==> config.mk <==
export PLATFORM = sky130hd
export DESIGN_NAME = sfifo_flowctl
export DESIGN_NICKNAME = d
export VERILOG_FILES = /design/src/rtl/sfifo_pkg.sv /design/src/rtl/sfifo_buf.sv /design/src/rtl/sfifo_ctl.sv /design/src/rtl/sfifo_flowctl.sv
export SDC_FILE = /design/constraint.sdc
export NUM_CORES = 1
export LEC_CHECK = 0
export BUFFER_PORTS_ARGS = -buffer_cell sky130_fd_sc_hd__buf_4
export CELL_PAD_IN_SITES_DETAIL_PLACEMENT = 1
export CELL_PAD_IN_SITES_GLOBAL_PLACEMENT = 1
export CORE_MARGIN = 4
export CORE_UTILIZATION = 55
export CTS_BUF_LIST = sky130_fd_sc_hd__clkbuf_4 sky130_fd_sc_hd__clkbuf_8
export DETAILED_ROUTE_END_ITERATION = 8
export PLACE_DENSITY_LB_ADDON = 0.15
export SLEW_MARGIN = 20
export SYNTH_ARGS = -nofsm -noshare
export SYNTH_HDL_FRONTEND = slang
export SYNTH_SLANG_ARGS = --single-unit
export TNS_END_PERCENT = 1
==> constraint.sdc <==
create_clock -name clk -period 6.2 [get_ports clk]
set_input_delay 0.31 -clock clk [delete_from_list [all_inputs] [get_ports clk]]
set_output_delay 0.31 -clock clk [all_outputs]
set_load 0.01 [all_outputs]
==> src/rtl/sfifo_pkg.sv <==
package sfifo_pkg;

  typedef struct packed {
    logic [1:0] rx_sel;
    logic [1:0] tx_sel;
    logic       mce;
  } sfifo_cfg_t;

  // Receive threshold in bytes; code 1 differs between link modes.
  function automatic int unsigned rx_trig_level(logic [1:0] sel, logic sync);
    case (sel)
      2'd0:    return 1;
      2'd1:    return sync ? 2 : 4;
      2'd2:    return 8;
      default: return 14;
    endcase
  endfunction

  // Transmit threshold as bytes still queued: halves per code, last code is zero.
  function automatic int unsigned tx_trig_level(logic [1:0] sel);
    if (sel == 2'd3) return 0;
    return 8 >> sel;
  endfunction

endpackage

==> src/rtl/sfifo_buf.sv <==
module sfifo_buf #(
  parameter int DEPTH = 16,
  parameter int W     = 8,
  localparam int PTR_W = $clog2(DEPTH),
  localparam int CNT_W = $clog2(DEPTH + 1)
) (
  input  logic             clk,
  input  logic             rst_n,
  input  logic             push,
  input  logic [W-1:0]     push_data,
  input  logic             pop,
  output logic [W-1:0]     head,
  output logic [CNT_W-1:0] level,
  output logic             full,
  output logic             empty
);
  logic [W-1:0]     mem [DEPTH];
  logic [PTR_W-1:0] wr_ptr, rd_ptr;
  logic [CNT_W-1:0] cnt;
  logic             push_ok, pop_ok;

  function automatic logic [PTR_W-1:0] bump(logic [PTR_W-1:0] p);
    return (p == PTR_W'(DEPTH - 1)) ? '0 : p + 1'b1;
  endfunction

  assign full    = (cnt == CNT_W'(DEPTH));
  assign empty   = (cnt == '0);
  assign push_ok = push & ~full;
  assign pop_ok  = pop & ~empty;
  assign head    = mem[rd_ptr];
  assign level   = cnt;

  always_ff @(posedge clk) begin
    if (push_ok) mem[wr_ptr] <= push_data;
  end

  always_ff @(posedge clk or negedge rst_n) begin
    if (!rst_n) begin
      wr_ptr <= '0;
      rd_ptr <= '0;
      cnt    <= '0;
    end else begin
      if (push_ok) wr_ptr <= bump(wr_ptr);
      if (pop_ok)  rd_ptr <= bump(rd_ptr);
      case ({push_ok, pop_ok})
        2'b10:   cnt <= cnt + 1'b1;
        2'b01:   cnt <= cnt - 1'b1;
        default: cnt <= cnt;
      endcase
    end
  end
endmodule

==> src/rtl/sfifo_ctl.sv <==
module sfifo_ctl
  import sfifo_pkg::*;
#(
  parameter int CNT_W = 5
) (
  input  logic             clk,
  input  logic             rst_n,
  input  logic             mode_sync,
  input  logic             cfg_we,
  input  sfifo_cfg_t       cfg_in,
  input  logic [CNT_W-1:0] rx_level,
  input  logic [CNT_W-1:0] tx_level,
  input  logic             cts_n_pin,
  input  logic             ovf_evt,
  input  logic             udf_evt,
  input  logic [1:0]       err_clr,
  output logic             rdf,
  output logic             tdfe,
  output logic             rts_n,
  output logic             tx_gate,
  output logic             mce_eff,
  output logic             err_ovf,
  output logic             err_udf
);
  sfifo_cfg_t       cfg_q;
  logic [CNT_W-1:0] rx_trig, tx_trig;
  logic             rx_hit;

  always_ff @(posedge clk or negedge rst_n) begin
    if (!rst_n)      cfg_q <= '0;
    else if (cfg_we) cfg_q <= cfg_in;
  end

  assign mce_eff = cfg_q.mce & ~mode_sync;
  assign rx_trig = CNT_W'(rx_trig_level(cfg_q.rx_sel, mode_sync));
  assign tx_trig = CNT_W'(tx_trig_level(cfg_q.tx_sel));
  assign rx_hit  = (rx_level >= rx_trig);
  assign rdf     = rx_hit;
  assign tdfe    = (tx_level <= tx_trig);
  assign rts_n   = mce_eff & rx_hit;
  assign tx_gate = ~(mce_eff & cts_n_pin);

  always_ff @(posedge clk or negedge rst_n) begin
    if (!rst_n) begin
      err_ovf <= 1'b0;
      err_udf <= 1'b0;
    end else begin
      err_ovf <= ovf_evt | (err_ovf & ~err_clr[0]);
      err_udf <= udf_evt | (err_udf & ~err_clr[1]);
    end
  end
endmodule

==> src/rtl/sfifo_flowctl.sv <==
module sfifo_flowctl
  import sfifo_pkg::*;
#(
  parameter int DEPTH  = 16,
  parameter int DATA_W = 8,
  localparam int CNT_W = $clog2(DEPTH + 1)
) (
  input  logic              clk,
  input  logic              rst_n,
  input  logic              mode_sync,
  input  logic              cfg_we,
  input  logic [1:0]        cfg_rx_sel,
  input  logic [1:0]        cfg_tx_sel,
  input  logic              cfg_mce,
  input  logic              tx_push,
  input  logic [DATA_W-1:0] tx_data,
  input  logic              rx_pop,
  output logic [DATA_W-1:0] rx_data,
  input  logic [1:0]        err_clr,
  output logic              err_tx_ovf,
  output logic              err_rx_udf,
  output logic              rdf_flag,
  output logic              tdfe_flag,
  output logic [CNT_W-1:0]  tx_level,
  output logic [CNT_W-1:0]  rx_level,
  output logic              core_tx_valid,
  output logic [DATA_W-1:0] core_tx_data,
  input  logic              core_tx_ready,
  input  logic              core_rx_valid,
  input  logic [DATA_W-1:0] core_rx_data,
  input  logic              cts_n_pin,
  output logic              rts_n_pin
);
  logic       tx_full, tx_empty, rx_full, rx_empty;
  logic       tx_gate, mce_eff;
  logic       tx_push_rej, rx_pop_rej, tx_handoff;
  sfifo_cfg_t cfg_in;

  assign cfg_in        = '{rx_sel: cfg_rx_sel, tx_sel: cfg_tx_sel, mce: cfg_mce};
  assign tx_push_rej   = tx_push & tx_full;
  assign rx_pop_rej    = rx_pop & rx_empty;
  assign core_tx_valid = ~tx_empty & tx_gate;
  assign tx_handoff    = core_tx_valid & core_tx_ready;

  sfifo_buf #(.DEPTH(DEPTH), .W(DATA_W)) u_txq (
    .clk(clk), .rst_n(rst_n),
    .push(tx_push), .push_data(tx_data), .pop(tx_handoff),
    .head(core_tx_data), .level(tx_level), .full(tx_full), .empty(tx_empty)
  );

  sfifo_buf #(.DEPTH(DEPTH), .W(DATA_W)) u_rxq (
    .clk(clk), .rst_n(rst_n),
    .push(core_rx_valid), .push_data(core_rx_data), .pop(rx_pop),
    .head(rx_data), .level(rx_level), .full(rx_full), .empty(rx_empty)
  );

  sfifo_ctl #(.CNT_W(CNT_W)) u_ctl (
    .clk(clk), .rst_n(rst_n), .mode_sync(mode_sync),
    .cfg_we(cfg_we), .cfg_in(cfg_in),
    .rx_level(rx_level), .tx_level(tx_level), .cts_n_pin(cts_n_pin),
    .ovf_evt(tx_push_rej), .udf_evt(rx_pop_rej), .err_clr(err_clr),
    .rdf(rdf_flag), .tdfe(tdfe_flag), .rts_n(rts_n_pin),
    .tx_gate(tx_gate), .mce_eff(mce_eff),
    .err_ovf(err_tx_ovf), .err_udf(err_rx_udf)
  );

  logic unused_rx_full;
  assign unused_rx_full = rx_full;
endmodule

==> key figures, run 1 <==
Outcome
  • Status: finished, final reports clean

Synthesis
  • Number of enable flip-flop cells after synthesis: 256
  • Ys flop type: edfxtp_1
  • Top cells by area, synth: edfxtp_1, mux4_2, dfrtp_1
  • Synth Warn #: 0
  • Synth top area share: 64.8%
  • Sequential cell area fraction in the yosys report: 71.7%
  • Ys async rst share: 11.4%
  • Synth Register Bits: 289
  • Synthesized area: 0.0119 sq mm
  • Syn Nets: 723
  • Yosys top cell by area: edfxtp_1
  • Cell variety after synth: 44
  • Mapped Cells: 664
  • Post-Syn Area per Cell: 17.9 sq um

Drt
  • Total Routed Length: 26200 um
  • DRT Pass-1 Iters: 5
  • Post-route ant nets: 0
  • Routed vias: 6395
  • Initial DRC Count: 478
  • DRC: 0
  • Wirelength per Cell: 24.6 um
  • Via density per instance: 6.00

STA
  • Final period util: 55.7%
  • Post-route setup TNS: 0 ns
  • Worst Tran Pin Value: 1.09 ns
  • RSZ-0062 raised after global routing: false
  • Worst relative slew slack: 27.3%
  • Final Max Tran Viols: 0
  • Worst clock skew: 0.0285 ns
  • Setup violations, final: 0
  • Crit path time final: 3.45 ns
  • FMAX: 289 MHz
  • WHS: 0.0381 ns
  • Final hold violations: 0

GRT
  • Initial antenna violation count: 0
  • Vias in the first global route: 6943
  • First-pass GRT wire length: 41000 um
  • Overflow after GRT: 0
  • Total track usage: 22.6%
  • Largest net degree at the start of global routing: 34

Setup path
  • Worst EP required: 5.89 ns
  • Crit end category: output pin
  • Setup CP Type: reg2out
  • Internal reg-to-reg setup slack: 2.82 ns
  • Critical path fanouts, max: 33
  • R2R cell count: 9
  • CP arrival: 3.14 ns
  • R2r endpoint: u_txq.level[4]
  • Startpoint class of the critical path: register
  • Crit Reg-Reg Startpoint: u_txq.level[0]
  • Crit. Startpoint: u_rxq.rd_ptr[0]

Placement
  • Final GP Congestion: 0.795
  • Post-DP HPWL: 17000 um
  • PortBufs: 63

Worst hold path
  • WHS Path Cells: 3
  • WHS Endpoint: u_ctl.err_udf
  • HP Class: in2reg
  • HP Start: rx_pop

CTS
  • Clock-pin slew on the worst setup and hold paths: 0.07 ns
  • CTS Root Buffer Type: clkbuf_8
  • H-tree levels: 2
  • CTS resizes: 0
  • Worst-Skew Late Latency: 0.56 ns
  • Num CTS Buffers: 45
  • CTS tree: yes
  • Max Root-Sink Buffers: 3
  • TritonCTS sink count: 289

Floorplanning
  • FP Rows: 53
  • I/O pin count: 64
  • Initial Util: 56.1%
  • Die outline width: 155 um
  • DIE AREA: 0.0240 sq mm
  • Core area: 0.0212 sq mm
  • Vert. Die Dim: 155 um

Layout
  • Antenna cells: 0
  • FF/Latch Area: 0.00852 sq mm
  • Synth-to-layout area growth: 14.7%
  • Nets: 817
  • Area taken by multi-input logic gates: 0.00316 sq mm
  • Fill count: 1839
  • Share of layout cells above drive strength 1: 27.8%

Power
  • Pleak: 4.79 nW
  • VDD IR max: 0.212 mV
  • Power per cell area: 459 mW/mm^2

Flow run
  • Max-cap viol count: 0
==> layout make-up <==
type	count	area share, %
clock buffer	59	5.55
multi-input combinational	322	23.2
timing repair buffer	78	4.46
clock inverter	21	1.13
tap	275	2.53
inverter	22	0.606
sequential	289	62.5
==> cells in the final DEF, fill, tap and decap left out, types with 3 or more instances in the layout <==
cell type      count
mux2i_1           24
a21oi_1           15
nand3_1            9
xnor2_1            8
nor3_2             5
clkinv_1          12
xor2_1             4
inv_1             22
nor2_1            27
a21o_1             7
dfrtp_1           31
edfxtp_1         256
dlygate4sd3_1      9
mux2_2            14
o21ai_0           37
nand2_1           38
clkinv_2           3
nand2b_1           8
clkbuf_4           9
buf_4             69
mux4_2            56
ha_1              25
nor2b_1            3
clkinvlp_4         3
a22oi_1            9
a221oi_1           8
clkbuf_8          50
==> layer usage <==
layer	up-vias	wire length [um]	GRT usage [%]	share of wire (%)
met5	-	0	0	0
li1	2809	-	-	-
met1	3313	11300	33.0	43
met4	0	559	6.48	2.1
met2	222	12800	35.8	49
met3	51	1570	4.01	6.0
==> cells in the mapped netlist, drive strengths merged (7+ instances only) <==
| master | instances |
|---|---|
| a21o | 7 |
| a21oi | 15 |
| a221oi | 8 |
| a22oi | 9 |
| buf | 15 |
| clkbuf | 16 |
| dfrtp | 33 |
| edfxtp | 256 |
| ha | 25 |
| inv | 22 |
| mux2 | 14 |
| mux2i | 24 |
| mux4 | 56 |
| nand2 | 38 |
| nand2b | 8 |
| nand3 | 9 |
| nor2 | 27 |
| nor3 | 8 |
| o21ai | 38 |
| xnor2 | 8 |
==> state kept, by name, indices dropped and copies added, names as in the netlist <==
| register | count |
|---|---|
| u_rxq.mem | 128 |
| u_txq.wr_ptr | 4 |
| u_rxq.rd_ptr | 4 |
| u_txq.mem | 128 |
| u_txq.level | 5 |
| u_rxq.wr_ptr | 4 |
| u_rxq.level | 5 |
| u_txq.rd_ptr | 4 |
| u_ctl.err_ovf | 1 |
| u_ctl.cfg_q | 5 |
| u_ctl.err_udf | 1 |
==> cells by family after synthesis <==
family	count (synthesis)	share of synthesized area, %
xor+xnor	12	0.885
flops	289	71.7
mux	94	14.0
compound gates	87	4.57
buf+inv	53	1.98
fa+ha+maj	27	2.97
simple gates	102	3.90
==> power breakdown <==
part / switching, mW / total, mW / leakage [nW] / internal (mW)
Combinational: 0.998 / 1.95 / 1.61 / 0.953
Clock: 0.721 / 1.60 / 0.466 / 0.880
Sequential: 0.322 / 2.70 / 2.71 / 2.38
Total: 2.04 / 6.25 / 4.79 / 4.21
==> how the worst max path moves through the flow <==
stage / end / slack [ns] / depth (start not counted)
finish: rx_data[5] / 2.75 / 7
global route: rx_data[2] / 2.52 / 6
CTS: rx_data[5] / 2.69 / 7
detailed placement: u_txq.level[4] / 2.84 / 9
global placement: u_txq.level[4] / 3.00 / 9
floorplan: u_rxq.level[4] / 3.13 / 12
==> worst max-delay path, stage by stage, from the launching register on <==
cell and delay (ns):
dfrtp_2 1.02, buf_4 0.50, mux2_2 0.38, o21ai_0 0.15, a21oi_1 0.12, o21ai_0 0.19
nand2_1 0.08, buf_4 0.15
==> through the flow <==
step / power (mW) / cells / util [%] / area [sq um] / worst slack (ns)
floorplan: 3.94 / 664 / - / 11900 / 3.13
global placement: 4.58 / 977 / 59.6 / 12600 / 3.00
detailed placement: 4.69 / 977 / 59.6 / 12600 / 2.84
CTS: 6.31 / 1066 / 64.4 / 13600 / 2.69
global route: 6.61 / 1066 / 64.4 / 13600 / 2.52
finish: 6.25 / 1066 / 64.4 / 13600 / 2.75
==> what timing repair did <==
action / CTS / global route
buffers inserted: 0 / 0
hold buffers: 9 / 0
hold endpoints to repair: 40 / 0
Note: power is estimated with default switching activity, not from simulation.
==> run 2: changes to the inputs <==
Clock period 6.2 ns to 3.2 ns, I/O delays scaled along.
==> run 2 against run 1 <==
Effect of this change:
- flip-flop and latch count unchanged
- via count up 3.7%
- first-iteration DRC count up 7.3%
- utilization up 2.9 points
- register-to-register slack worse by 2.6 ns
- critical path depth down 3
- worst setup slack worse by 2.6 ns
==> key figures, run 2 (synthesis gave the netlist of run 1 again) <==
CTS
  • Worst-Skew Late Latency: 0.57 ns
  • Clock-pin slew on the worst setup and hold paths: 0.06 ns
  • TritonCTS sink count: 289
  • Max Root-Sink Buffers: 3
  • Setup bufs post-CTS: 0
  • CTS tree: yes
  • H-tree levels: 2
  • Num CTS Buffers: 46
  • CTS Root Buffer Type: clkbuf_8

Floorplanning
  • DIE AREA: 0.0240 sq mm
  • Core area: 0.0212 sq mm
  • Initial Util: 56.1%
  • I/O pin count: 64
  • Die outline width: 155 um
  • Vert. Die Dim: 155 um
  • FP Rows: 53

Placement
  • Post-DP HPWL: 17800 um
  • Placed Instance Area: 0.0128 sq mm
  • Placement Setup Slack: 0.00251 ns
  • PortBufs: 63
  • Final GP Congestion: 0.799
  • Placed cell count: 998

STA
  • Final period util: 94.2%
  • WHS: 0.0782 ns
  • Post-route setup TNS: 0 ns
  • Crit path time final: 3.02 ns
  • Final Worst Setup Slack: 0.185 ns
  • RSZ-0062 raised after global routing: false
  • Worst clock skew: 0.0287 ns
  • Final hold violations: 0
  • Worst Tran Pin Value: 0.873 ns
  • Worst relative slew slack: 41.6%
  • Setup violations, final: 0
  • FMAX: 332 MHz
  • Final Max Tran Viols: 0

Power
  • Pleak: 5.10 nW
  • VDD IR max: 0.459 mV
  • Power per cell area: 905 mW/mm^2
  • Total Power: 12.9 mW

GRT
  • Total track usage: 24.3%
  • Vias in the first global route: 7356
  • Largest net degree at the start of global routing: 54
  • Overflow after GRT: 0
  • Initial antenna violation count: 0
  • First-pass GRT wire length: 44100 um

Setup path
  • CP arrival: 2.86 ns
  • Setup CP Type: reg2out
  • Crit end category: output pin
  • CP most frequent cell: mux4_2
  • Crit path cell chain: buf_12 > mux4_2 > mux4_2 > buf_4
  • Internal reg-to-reg setup slack: 0.24 ns
  • Max incr delay on CP: 0.80 ns
  • Buf+Inv Stages, Crit Path: 2
  • Crit-path leading delay family: multiplexers
  • Worst EP required: 3.04 ns
  • Slowest cell on the critical path: dfrtp_2
  • Critical path fanouts, max: 20
  • Startpoint class of the critical path: register

Layout
  • Nets: 863
  • Final Cell Area: 0.0142 sq mm
  • Commonest non-fill, non-tap cells in the layout: edfxtp_1, buf_4, mux4_2
  • Finished Core Util: 67.3%
  • Commonest non-fill, non-tap cell in the layout: edfxtp_1
  • Area taken by multi-input logic gates: 0.00316 sq mm
  • Synth-to-layout area growth: 19.9%
  • Non-Filler Instances: 1115
  • FF/Latch Area: 0.00852 sq mm
  • Fill count: 1818
  • Antenna cells: 0
  • Share of layout cells above drive strength 1: 30.0%
  • Registers with the most flip-flops: u_rxq.mem: 128 flops, u_txq.mem: 128 flops

Drt
  • Via density per instance: 5.95
  • Routed vias: 6631
  • Initial DRC Count: 513
  • Wirelength per Cell: 25.0 um
  • Post-route ant nets: 0
  • Total Routed Length: 27800 um
  • DRT Pass-1 Iters: 5
  • DRC: 0

Flow run
  • Max-cap viol count: 0

Outcome
  • Status: finished, final reports clean

Worst hold path
  • HP Class: in2reg
run 2: layer usage:
layer,vias up,GRT usage [%],wire [um]
li1,2903,-,-
met1,3443,35.1,11900
met2,233,38.8,13700
met3,52,4.73,1680
met4,0,6.22,527
met5,-,0,0
run 2: path summary, 6_finish.rpt:
path / from / end / cells past startpoint
min reg2reg: u_rxq.level[0] / u_rxq.level[0] / 1
max: u_txq.rd_ptr[0] / core_tx_data[3] / 4
max in group asynchronous: rst_n / u_txq.rd_ptr[0] / 2
max reg2reg: u_rxq.level[0] / u_rxq.level[4] / 11
min: core_rx_valid / u_rxq.wr_ptr[3] / 4
min in group asynchronous: rst_n / u_rxq.level[3] / 2
run 2: tightest hold or removal path: cells and delay by family:
kind,cells,cell delay (ns)
buffers and inverters,2,0.22
AOI/OAI and AO/OA,2,0.20
run 2: what timing repair did:
action	in CTS	in global routing
hold endpoints to repair	298	0
resized for setup	0	7
hold buffers	33	0
endpoints found under the setup margin	0	4
run 2: area by class of cell:
cell class                      instances  area share [%]
Clock inverter                         23            2.21
Inverter                               22           0.580
Multi-Input combinational cell        322            22.2
Tap cell                              275            2.42
Clock buffer                           61            5.46
Timing Repair Buffer                  123            7.25
Sequential cell                       289            59.9
run 2: where the power goes:
part,switching (mW),total (mW),internal [mW]
sequential,0.517,5.12,4.60
clock,1.45,3.69,2.24
combinational,2.10,4.08,1.98
total,4.06,12.9,8.82
